File: src/rtl/sigver_pkg.sv
package sigver_pkg;
  localparam int NUM_STAGES = 4;
  localparam int STG_W      = $clog2(NUM_STAGES);

  typedef enum logic [1:0] {
    SQ_IDLE  = 2'd0,
    SQ_RXKEY = 2'd1,
    SQ_RXPKT = 2'd2,
    SQ_WAIT  = 2'd3
  } sq_state_t;

  localparam logic [1:0] MODE_VERIFY = 2'b00;
  localparam logic [1:0] MODE_KEY    = 2'b01;
endpackage

File: src/rtl/sv_byte_shift.sv
module sv_byte_shift #(
  parameter int NBYTES = 8
) (
  input  logic                  clk,
  input  logic                  rst_n,
  input  logic                  restart,
  input  logic                  shift_en,
  input  logic [7:0]            byte_in,
  output logic                  last,
  output logic [NBYTES*8-1:0]   word
);
  localparam int CW = (NBYTES > 1) ? $clog2(NBYTES) : 1;

  logic [CW-1:0] cnt;

  assign last = shift_en && (cnt == CW'(NBYTES - 1));

  always_ff @(posedge clk) begin
    if (!rst_n) begin
      cnt  <= '0;
      word <= '0;
    end else if (restart) begin
      cnt <= '0;
    end else if (shift_en) begin
      word <= {word[NBYTES*8-9:0], byte_in};
      cnt  <= last ? '0 : cnt + CW'(1);
    end
  end

  AST_CNT_RANGE: assert property (@(posedge clk) disable iff (!rst_n)
    cnt <= CW'(NBYTES - 1));
endmodule

File: src/rtl/sv_stage_timer.sv
module sv_stage_timer #(
  parameter int LIMIT = 64
) (
  input  logic clk,
  input  logic rst_n,
  input  logic restart,
  input  logic run,
  output logic expired
);
  localparam int CW = $clog2(LIMIT + 1);

  logic [CW-1:0] cnt;

  assign expired = run && !restart && (cnt == CW'(LIMIT - 1));

  always_ff @(posedge clk) begin
    if (!rst_n)
      cnt <= '0;
    else if (restart)
      cnt <= '0;
    else if (run && !expired)
      cnt <= cnt + CW'(1);
  end

  AST_TIMER_BOUND: assert property (@(posedge clk) disable iff (!rst_n)
    cnt <= CW'(LIMIT - 1));
endmodule

File: src/rtl/sigver_seq.sv
module sigver_seq
  import sigver_pkg::*;
#(
  parameter int KEY_BYTES = 8,
  parameter int PKT_BYTES = 12,
  parameter int WD_CYCLES = 64
) (
  input  logic                    clk,
  input  logic                    rst_n,
  input  logic [7:0]              in_bus,
  input  logic                    stage_done,
  input  logic                    cmp_match,
  output logic [5:0]              status,
  output logic [NUM_STAGES-1:0]   stage_go,
  output logic [KEY_BYTES*8-1:0]  key_word,
  output logic [PKT_BYTES*8-1:0]  pkt_word
);
  sq_state_t            state;
  logic                 prev0;
  logic [STG_W-1:0]     stg;
  logic [NUM_STAGES-1:0] go_q;
  logic valid_q, reject_q, busy_q, eccd_q, keyok_q, pktok_q;

  logic srst, start_edge, go_key, go_ver, done_ok, issue_go, wd_exp;
  logic key_last, pkt_last, last_stage;

  assign srst       = in_bus[1] && (state != SQ_RXKEY) && (state != SQ_RXPKT);
  assign start_edge = (state == SQ_IDLE) && in_bus[0] && !prev0 && !in_bus[1];
  assign go_key     = start_edge && (in_bus[3:2] == MODE_KEY);
  assign go_ver     = start_edge && (in_bus[3:2] == MODE_VERIFY);
  assign done_ok    = (state == SQ_WAIT) && stage_done && (go_q == '0);
  assign last_stage = (stg == STG_W'(NUM_STAGES - 1));
  assign issue_go   = !srst && (pkt_last || (done_ok && !last_stage));

  sv_byte_shift #(.NBYTES(KEY_BYTES)) u_key (
    .clk(clk), .rst_n(rst_n), .restart(go_key),
    .shift_en(state == SQ_RXKEY), .byte_in(in_bus),
    .last(key_last), .word(key_word)
  );

  sv_byte_shift #(.NBYTES(PKT_BYTES)) u_pkt (
    .clk(clk), .rst_n(rst_n), .restart(go_ver),
    .shift_en(state == SQ_RXPKT), .byte_in(in_bus),
    .last(pkt_last), .word(pkt_word)
  );

  sv_stage_timer #(.LIMIT(WD_CYCLES)) u_wd (
    .clk(clk), .rst_n(rst_n), .restart(issue_go),
    .run(state == SQ_WAIT), .expired(wd_exp)
  );

  always_ff @(posedge clk) begin
    if (!rst_n) begin
      state    <= SQ_IDLE;
      prev0    <= 1'b0;
      stg      <= '0;
      go_q     <= '0;
      valid_q  <= 1'b0;
      reject_q <= 1'b0;
      busy_q   <= 1'b0;
      eccd_q   <= 1'b0;
      keyok_q  <= 1'b0;
      pktok_q  <= 1'b0;
    end else begin
      prev0  <= in_bus[0];
      go_q   <= '0;
      eccd_q <= 1'b0;
      if (srst) begin
        state    <= SQ_IDLE;
        valid_q  <= 1'b0;
        reject_q <= 1'b0;
        busy_q   <= 1'b0;
        keyok_q  <= 1'b0;
        pktok_q  <= 1'b0;
      end else begin
        case (state)
          SQ_IDLE: begin
            if (go_key) begin
              state <= SQ_RXKEY;
            end else if (go_ver) begin
              valid_q <= 1'b0;
              pktok_q <= 1'b0;
              if (keyok_q) begin
                reject_q <= 1'b0;
                busy_q   <= 1'b1;
                state    <= SQ_RXPKT;
              end else begin
                reject_q <= 1'b1;
              end
            end
          end
          SQ_RXKEY: begin
            if (key_last) begin
              keyok_q <= 1'b1;
              state   <= SQ_IDLE;
            end
          end
          SQ_RXPKT: begin
            if (pkt_last) begin
              pktok_q <= 1'b1;
              stg     <= '0;
              go_q    <= NUM_STAGES'(1);
              state   <= SQ_WAIT;
            end
          end
          SQ_WAIT: begin
            if (done_ok) begin
              eccd_q <= 1'b1;
              if (last_stage) begin
                valid_q  <= cmp_match;
                reject_q <= !cmp_match;
                busy_q   <= 1'b0;
                state    <= SQ_IDLE;
              end else begin
                stg  <= stg + STG_W'(1);
                go_q <= NUM_STAGES'(1) << (stg + STG_W'(1));
              end
            end else if (wd_exp) begin
              reject_q <= 1'b1;
              busy_q   <= 1'b0;
              state    <= SQ_IDLE;
            end
          end
          default: state <= SQ_IDLE;
        endcase
      end
    end
  end

  assign status   = {pktok_q, keyok_q, eccd_q, busy_q, reject_q, valid_q};
  assign stage_go = go_q;

  AST_RESULT_EXCL: assert property (@(posedge clk) disable iff (!rst_n)
    !(valid_q && reject_q));
  AST_GO_ONEHOT: assert property (@(posedge clk) disable iff (!rst_n)
    $onehot0(go_q));
  AST_GO_SINGLE: assert property (@(posedge clk) disable iff (!rst_n)
    (go_q != '0) |=> (go_q == '0));
  AST_GO_BUSY: assert property (@(posedge clk) disable iff (!rst_n)
    (go_q != '0) |-> busy_q);
  AST_ECC_PULSE: assert property (@(posedge clk) disable iff (!rst_n)
    eccd_q |=> !eccd_q);
  AST_KEY_STICKY: assert property (@(posedge clk) disable iff (!rst_n)
    (keyok_q && !srst) |=> keyok_q);
  AST_PKT_NEEDS_KEY: assert property (@(posedge clk) disable iff (!rst_n)
    (state == SQ_RXPKT) |-> keyok_q);
  AST_SRST_CLEAR: assert property (@(posedge clk) disable iff (!rst_n)
    srst |=> (status == 6'd0 && stage_go == '0));
endmodule

File: config.mk
export PLATFORM = sky130hd
export DESIGN_NAME = sigver_seq
export DESIGN_NICKNAME = d
export VERILOG_FILES = /design/src/rtl/sigver_pkg.sv /design/src/rtl/sv_byte_shift.sv /design/src/rtl/sv_stage_timer.sv /design/src/rtl/sigver_seq.sv
export SDC_FILE = /design/constraint.sdc
export NUM_CORES = 1
export LEC_CHECK = 0
export BUFFER_PORTS_ARGS = -buffer_cell sky130_fd_sc_hd__buf_2
export CORE_ASPECT_RATIO = 0.9
export CORE_MARGIN = 2
export CORE_UTILIZATION = 53
export DETAILED_ROUTE_END_ITERATION = 7
export GPL_TIMING_DRIVEN = 1
export PLACE_DENSITY = 0.8
export RECOVER_POWER = 50
export SYNTH_ARGS = -nofsm -noshare
export SYNTH_HDL_FRONTEND = slang
export SYNTH_SLANG_ARGS = --single-unit
File: constraint.sdc
create_clock -name clk -period 2.4 [get_ports clk]
set_input_delay 0.36 -clock clk [delete_from_list [all_inputs] [get_ports clk]]
set_output_delay 0.36 -clock clk [all_outputs]
set_load 0.03 [all_outputs]
-- After elaboration in Yosys (flattened, before gate mapping)
Cells that the tools add are included.
Widths: inputs -> output; s select.
- flip-flop bits (word level): 189
- input bits: 12
- output and inout bits: 170
- add/subtract/negate cells: 4
- equal/unequal tests: 22
- shifts and indexed selects: 1
- muxes and demuxes: 41
- bitwise logic cells: 5
- reductions and logical operators: 44
- operator list (cell ; count):
    $mux 2 ; 11
    $mux 1 ; 19
    $ne 2x2->1 const B ; 9
    $logic_and 1x1->1 ; 16
    $reduce_and 5->1 ; 3
    $mux 4 ; 3
    $ne 3x3->1 const B ; 4
    $reduce_and 6->1 ; 2
    $pmux 1 s2 ; 4
    $pmux 2 s4 ; 1
    $pmux 4 s2 ; 1
    $reduce_or 2->1 ; 4
    $add 7x1->7 const B ; 1
    $eq 7x6->1 const B ; 1
    $logic_not 1->1 ; 7
    $eq 2x2->1 const B ; 3
    $reduce_and 2->1 ; 3
    $reduce_bool 2->1 ; 3
    $not 1->1 ; 5
    $add 4x1->4 const B ; 1
    $eq 2x1->1 const B ; 2
    $eq 4x4->1 const B ; 1
    $logic_not 2->1 ; 2
    $logic_not 4->1 ; 1
    other kinds (10) ; 10

-- Longest topological paths before layout
- word-level depth: 12
- gate-level depth with buffers: 7

-- Cells and area by module
A second synthesis with hierarchy kept.
- cell total of the unflattened synthesis: 870
- area total of the unflattened synthesis: 7704.9 um^2
- by module, submodules not included (module ; instances ; cells each ; area each (um^2)):
    sv_byte_shift at u_pkt ; 1 ; 438 ; 3883.7
    sv_byte_shift at u_key ; 1 ; 295 ; 2553.7
    sigver_seq ; 1 ; 99 ; 913.4
    sv_stage_timer ; 1 ; 38 ; 354.1

-- Least setup slack after synthesis
Ideal clock, no wire load.
- kind: reg-to-reg
- start point: reg stg[0]
- end point: reg stg[0]
- setup time: 70 ps
- arrival time: 1781 ps
- data required time: 2330 ps
- slack: 549 ps
- stages on the path, launching flop included: 7
- buffers on the path: 0
- period minus slack after synthesis: 1851 ps
- path through: dfxtp_1 ha_1 or4_1 nor2_1 o21ai_1 or3_1 a21boi_1
- cells in the longest elaborated chain, start to end: 4
- elaborated cells on any way between the ends: 7
- those cells by class: add/sub (1); eq/ne (2); mux (3); reduce/logical (1)
- ends and longest elaborated chain (item ; line ; text):
    start, declared ; sigver_seq.sv:20 ; logic [STG_W-1:0] stg;
    start signal, assigned ; sigver_seq.sv:115 ; stg <= stg + STG_W'(1);
    $add 2x1->2 ; sigver_seq.sv:115 ;
    $mux 2 ; sigver_seq.sv:109 ; if (last_stage) begin
    $mux 2 ; sigver_seq.sv:107 ; if (done_ok) begin
    $pmux 2 s2 ; sigver_seq.sv:76 ; case (state)
Parallel ways exist; a longest one is shown, timed or not. The select of a mux whose other input is x is not followed.
A chain may end at the register's enable or synchronous reset.

-- Worst setup path in the final report
- start point: reg state[1]
- end point: reg state[1]
- cells in the longest elaborated chain, start to end: 11
- elaborated cells on any way between the ends: 35
- those cells by class: eq/ne (11); mux (3); reduce/logical (21)
- ends and longest elaborated chain (item ; line ; text):
    start, declared ; sigver_seq.sv:18 ; sq_state_t state;
    start signal, assigned ; sigver_seq.sv:54 ; state <= SQ_IDLE;
    start signal, assigned ; sigver_seq.sv:69 ; state <= SQ_IDLE;
    start signal, assigned ; sigver_seq.sv:79 ; state <= SQ_RXKEY;
    $eq 2x2->1 ; sigver_seq.sv:31, sigver_seq.sv:49, sigver_seq.sv:76 ;
    $logic_and 1x1->1 (2 in a row) ; sigver_seq.sv:31 ; assign done_ok = (state == SQ_WAIT) && stage_done && (go_q == '0);
    $logic_and 1x1->1 ; sigver_seq.sv:33 ; assign issue_go = !srst && (pkt_last || (done_ok && !last_stage));
    $logic_or 1x1->1 ; sigver_seq.sv:33 ;
    $logic_and 1x1->1 ; sigver_seq.sv:33 ;
    $logic_not 1->1 ; sv_stage_timer.sv:14 ; assign expired = run && !restart && (cnt == CW'(LIMIT - 1));
    $logic_and 1x1->1 (2 in a row) ; sv_stage_timer.sv:14 ;
    $ne 3x3->1 (no line) ; -- ;
    $reduce_and 6->1 (no line) ; -- ;
Parallel ways exist; a longest one is shown, timed or not.

==> out/qor.log <==
qor: clock_network.clock_tree_from_tritoncts built
qor: cells_and_area.mostFrequentLayoutCells sky130_fd_sc_hd__nand2_1 (341), sky130_fd_sc_hd__dfxtp_1 (189), sky130_fd_sc_hd__clkbuf_1 (171)
qor: logic_synthesis.yosysWarnings 0
qor: drt.first_iter_violations 557
qor: global_routing.largest_net_degree_at_the_start_of_global_routing 101
qor: cells_and_area.multi_input_comb_area 3220 um^2
qor: timing.timing.final.crit_period 2.09 ns
qor: power.power 0.00616 W
qor: worst_setup_path.critPathMaxFanout 13
qor: floorplanning.fp.dieH 115 um
qor: placement.port_buffers 181
qor: drt.routed_wl 16,500 um
qor: logic_synthesis.synth-main-ff-cell sky130_fd_sc_hd__dfxtp_1
qor: power.ir_drop 0.000637 V
qor: worst_setup_path.crit_path_end_kind flip-flop
qor: global_routing.first_pass_grt_wire_length 26,400 um
qor: worst_setup_path.cp.required 2.74 ns
qor: drt.routed_via_density 5.12
qor: power.power-per-cell-area 713 nW/um^2
qor: clock_network.cts_buffers 17
qor: logic_synthesis.synth.distinct_cells 49
qor: cells_and_area.layout-area-overhead-vs-synth 18.8%
qor: timing.timing.final.crit_share 0.871
qor: timing.tightest_slew 0.734 ns
qor: floorplanning.placeableCoreArea 13,400 um^2
qor: placement.numPlacedInstances 1,149
qor: timing.final.setup.tns 0 ns
qor: cells_and_area.stdcell_area 8630 um^2
qor: drt.maxUsedRoutingLayer met4
qor: clock_network.clk_latency 0.43 ns
qor: cells_and_area.most_common_cell_after_layout_fill_and_taps_aside sky130_fd_sc_hd__nand2_1
qor: logic_synthesis.synthesis.area_per_instance 8.49 um^2
qor: global_routing.grt_usage 0.223
qor: timing.max-slew-margin-rel 0.509
qor: min_path.hold_path.class in2reg
qor: timing.finish_stage_setup_viols 0
qor: drt.met2_wirelength 7490 um
qor: drt.route.antenna.remaining_nets 0
qor: drt.drt_first_pass_iters 5
qor: clock_network.root_buffer sky130_fd_sc_hd__clkbuf_16
qor: global_routing.grt_pass1_vias 5,356
qor: drt.routedWlPerCell 14.0 um
qor: logic_synthesis.syn_area 7270 um^2
qor: logic_synthesis.post_synth_inst_count 856
qor: drt.wl_met3 1070 um
qor: drt.num_vias 6,044
qor: cells_and_area.num-nets-final 1,021
qor: placement.place_congestion 0.854
qor: cells_and_area.ff_latch_area 3780 um^2
qor: drt.detail_route.drc_violations 0
qor: drt.route.layer.met1.wl 7750 um
qor: floorplanning.die-area 14,700 um^2
qor: clock_network.clk_pin_slew 0.06 ns
qor: cells_and_area.layout.filler_cells 1,232
qor: clock_network.cts.sinks 189
qor: placement.dpl_cell_area 8240 um^2
qor: logic_synthesis.synth_nets 877
qor: worst_setup_path.worst_ep_arrival_time 2.43 ns
qor: clock_network.post-cts-setup-buffer-count 0
qor: logic_synthesis.ys_seq_elements 189
qor: placement.place_hpwl 10,700 um
qor: clock_network.ctsLongestPathBuffers 2
qor: logic_synthesis.synth_async_sr_flop_share 0
qor: worst_setup_path.path_class reg2reg
qor: timing.clock_skew 0.0165 ns
qor: floorplanning.die_x 127 um
qor: clock_network.cts_resized 0
qor: cells_and_area.post_route_cells_drive_above_1_share 0.0563
qor: cells_and_area.antenna_cells 0
qor: timing.setup_slack 0.310 ns
qor: global_routing.grt_remaining_overflow 0
qor: floorplanning.top_level_ports 182
qor: run_status.outcome completed
qor: worst_setup_path.setup_slack_of_the_most_critical_reg_to_reg_path 0.31 ns
qor: cells_and_area.final_instance_count_without_filler_cells 1,180
qor: run.maxCapViolations 0
qor: placement.dp_worst_setup_slack 0.341 ns
qor: logic_synthesis.ys_seq_area_frac 0.520
qor: timing.drv_slew 0
qor: timing.rsz0062_at_grt false
qor: floorplanning.num_rows 40
qor: clock_network.hold_buffers 0
qor: power.power.static_leakage 2.88 nW
qor: floorplanning.floorplan.initialDensity 0.544
qor: logic_synthesis.count_of_flip_flops_with_a_built_in_enable_after_synthesis 0
qor: timing.final_hold_viol_count 0
qor: clock_network.htree_num_levels 4
qor: worst_setup_path.startpoint_type flip-flop
qor: global_routing.antenna_violations_before_repair 0
qor: timing.achievable-frequency 478 MHz
## kinds of logic (layout without fill, tap and decap cells)
| family | after synthesis | count (layout) | synth area share |
|---|---|---|---|
| and+or+nand+nor | 392 | 392 | 0.219 |
| AOI/OAI and AO/OA | 192 | 192 | 0.196 |
| DFF | 189 | 189 | 0.520 |
| buffers and inverters | 67 | 223 | 0.0394 |
| adders and majority gates | 9 | 9 | 0.0155 |
| xor gates and xnor gates | 4 | 4 | 0.00482 |
| muxes | 3 | 3 | 0.00413 |
## path summary, 6_finish.rpt
path | start | end | depth (start not counted)
worst max-delay path | state[1] | state[1] | 5
worst min-delay path | in_bus[5] | u_pkt.word[5] | 3
worst min register to register | u_wd.cnt[6] | u_wd.cnt[6] | 2
worst max register to register | state[1] | state[1] | 5
## registers in the layout, summed over array words and instances, names as in the netlist
name and flops:
stage_go 4, u_wd.cnt 7, u_pkt.cnt 4, valid_q 1
reject_q 1, u_pkt.word 96, u_key.cnt 3, stg 2
prev0 1, pktok_q 1, u_key.word 64, busy_q 1
keyok_q 1, state 2, eccd_q 1
## synthesized netlist by cell type (2+ instances only)
cell type | instances | area, um^2
sky130_fd_sc_hd__mux2i_1 | 3 | 30.0
sky130_fd_sc_hd__nand2b_1 | 2 | 12.5
sky130_fd_sc_hd__dfxtp_1 | 189 | 3780
sky130_fd_sc_hd__or3_1 | 2 | 12.5
sky130_fd_sc_hd__a31oi_1 | 2 | 12.5
sky130_fd_sc_hd__nand3_1 | 5 | 25.0
sky130_fd_sc_hd__inv_1 | 3 | 11.3
sky130_fd_sc_hd__and3_1 | 2 | 12.5
sky130_fd_sc_hd__a311oi_1 | 2 | 17.5
sky130_fd_sc_hd__a211oi_1 | 3 | 22.5
sky130_fd_sc_hd__and2_1 | 8 | 50.1
sky130_fd_sc_hd__xor2_1 | 3 | 26.3
sky130_fd_sc_hd__a21oi_1 | 11 | 55.1
sky130_fd_sc_hd__nor2b_1 | 2 | 12.5
sky130_fd_sc_hd__buf_4 | 7 | 52.6
sky130_fd_sc_hd__a21boi_0 | 160 | 1200
sky130_fd_sc_hd__ha_1 | 9 | 113
sky130_fd_sc_hd__nor3b_1 | 2 | 15.0
sky130_fd_sc_hd__nand2_1 | 341 | 1280
sky130_fd_sc_hd__a22oi_1 | 2 | 15.0
sky130_fd_sc_hd__nor2_1 | 15 | 56.3
sky130_fd_sc_hd__clkbuf_1 | 49 | 184
sky130_fd_sc_hd__buf_1 | 6 | 22.5
sky130_fd_sc_hd__nor3_1 | 3 | 15.0
## worst max-delay path, cell delays in order, from the launching register on
cell and delay (ns):
sky130_fd_sc_hd__dfxtp_1 0.70, sky130_fd_sc_hd__and4_1 0.35, sky130_fd_sc_hd__a31oi_1 0.27, sky130_fd_sc_hd__a211oi_4 0.38, sky130_fd_sc_hd__a21oi_1 0.10, sky130_fd_sc_hd__a211oi_1 0.21
## where the power goes
part | switching [W] | total [W] | internal [W]
registers | 0.00000746 | 0.00315 | 0.00314
logic | 0.000106 | 0.000167 | 0.0000610
clock network | 0.00117 | 0.00284 | 0.00167
## stage by stage
stage,util,hold WS (ns)
final,0.646,0.187
after floorplan,-,0.409
after detailed placement,0.617,0.426
after global placement,0.617,0.422
after CTS,0.662,0.182
after global routing,0.646,0.191
## per-layer routing
layer | vias to the layer above | track usage
li1 | 3083 | -
met1 | 2802 | 0.297
met2 | 149 | 0.342
met3 | 10 | 0.0800
met4 | 0 | 0.0703
met5 | - | 0
## cell type report
class                   count  share of cell area
clock inverters             8              0.0122
multi-input cells         600               0.373
repair buffers            189              0.0933
clock buffers              23              0.0577
well taps                 168              0.0243
flip-flops and latches    189               0.438
inverters                   3             0.00130
Power figures use the tool's default switching activity.
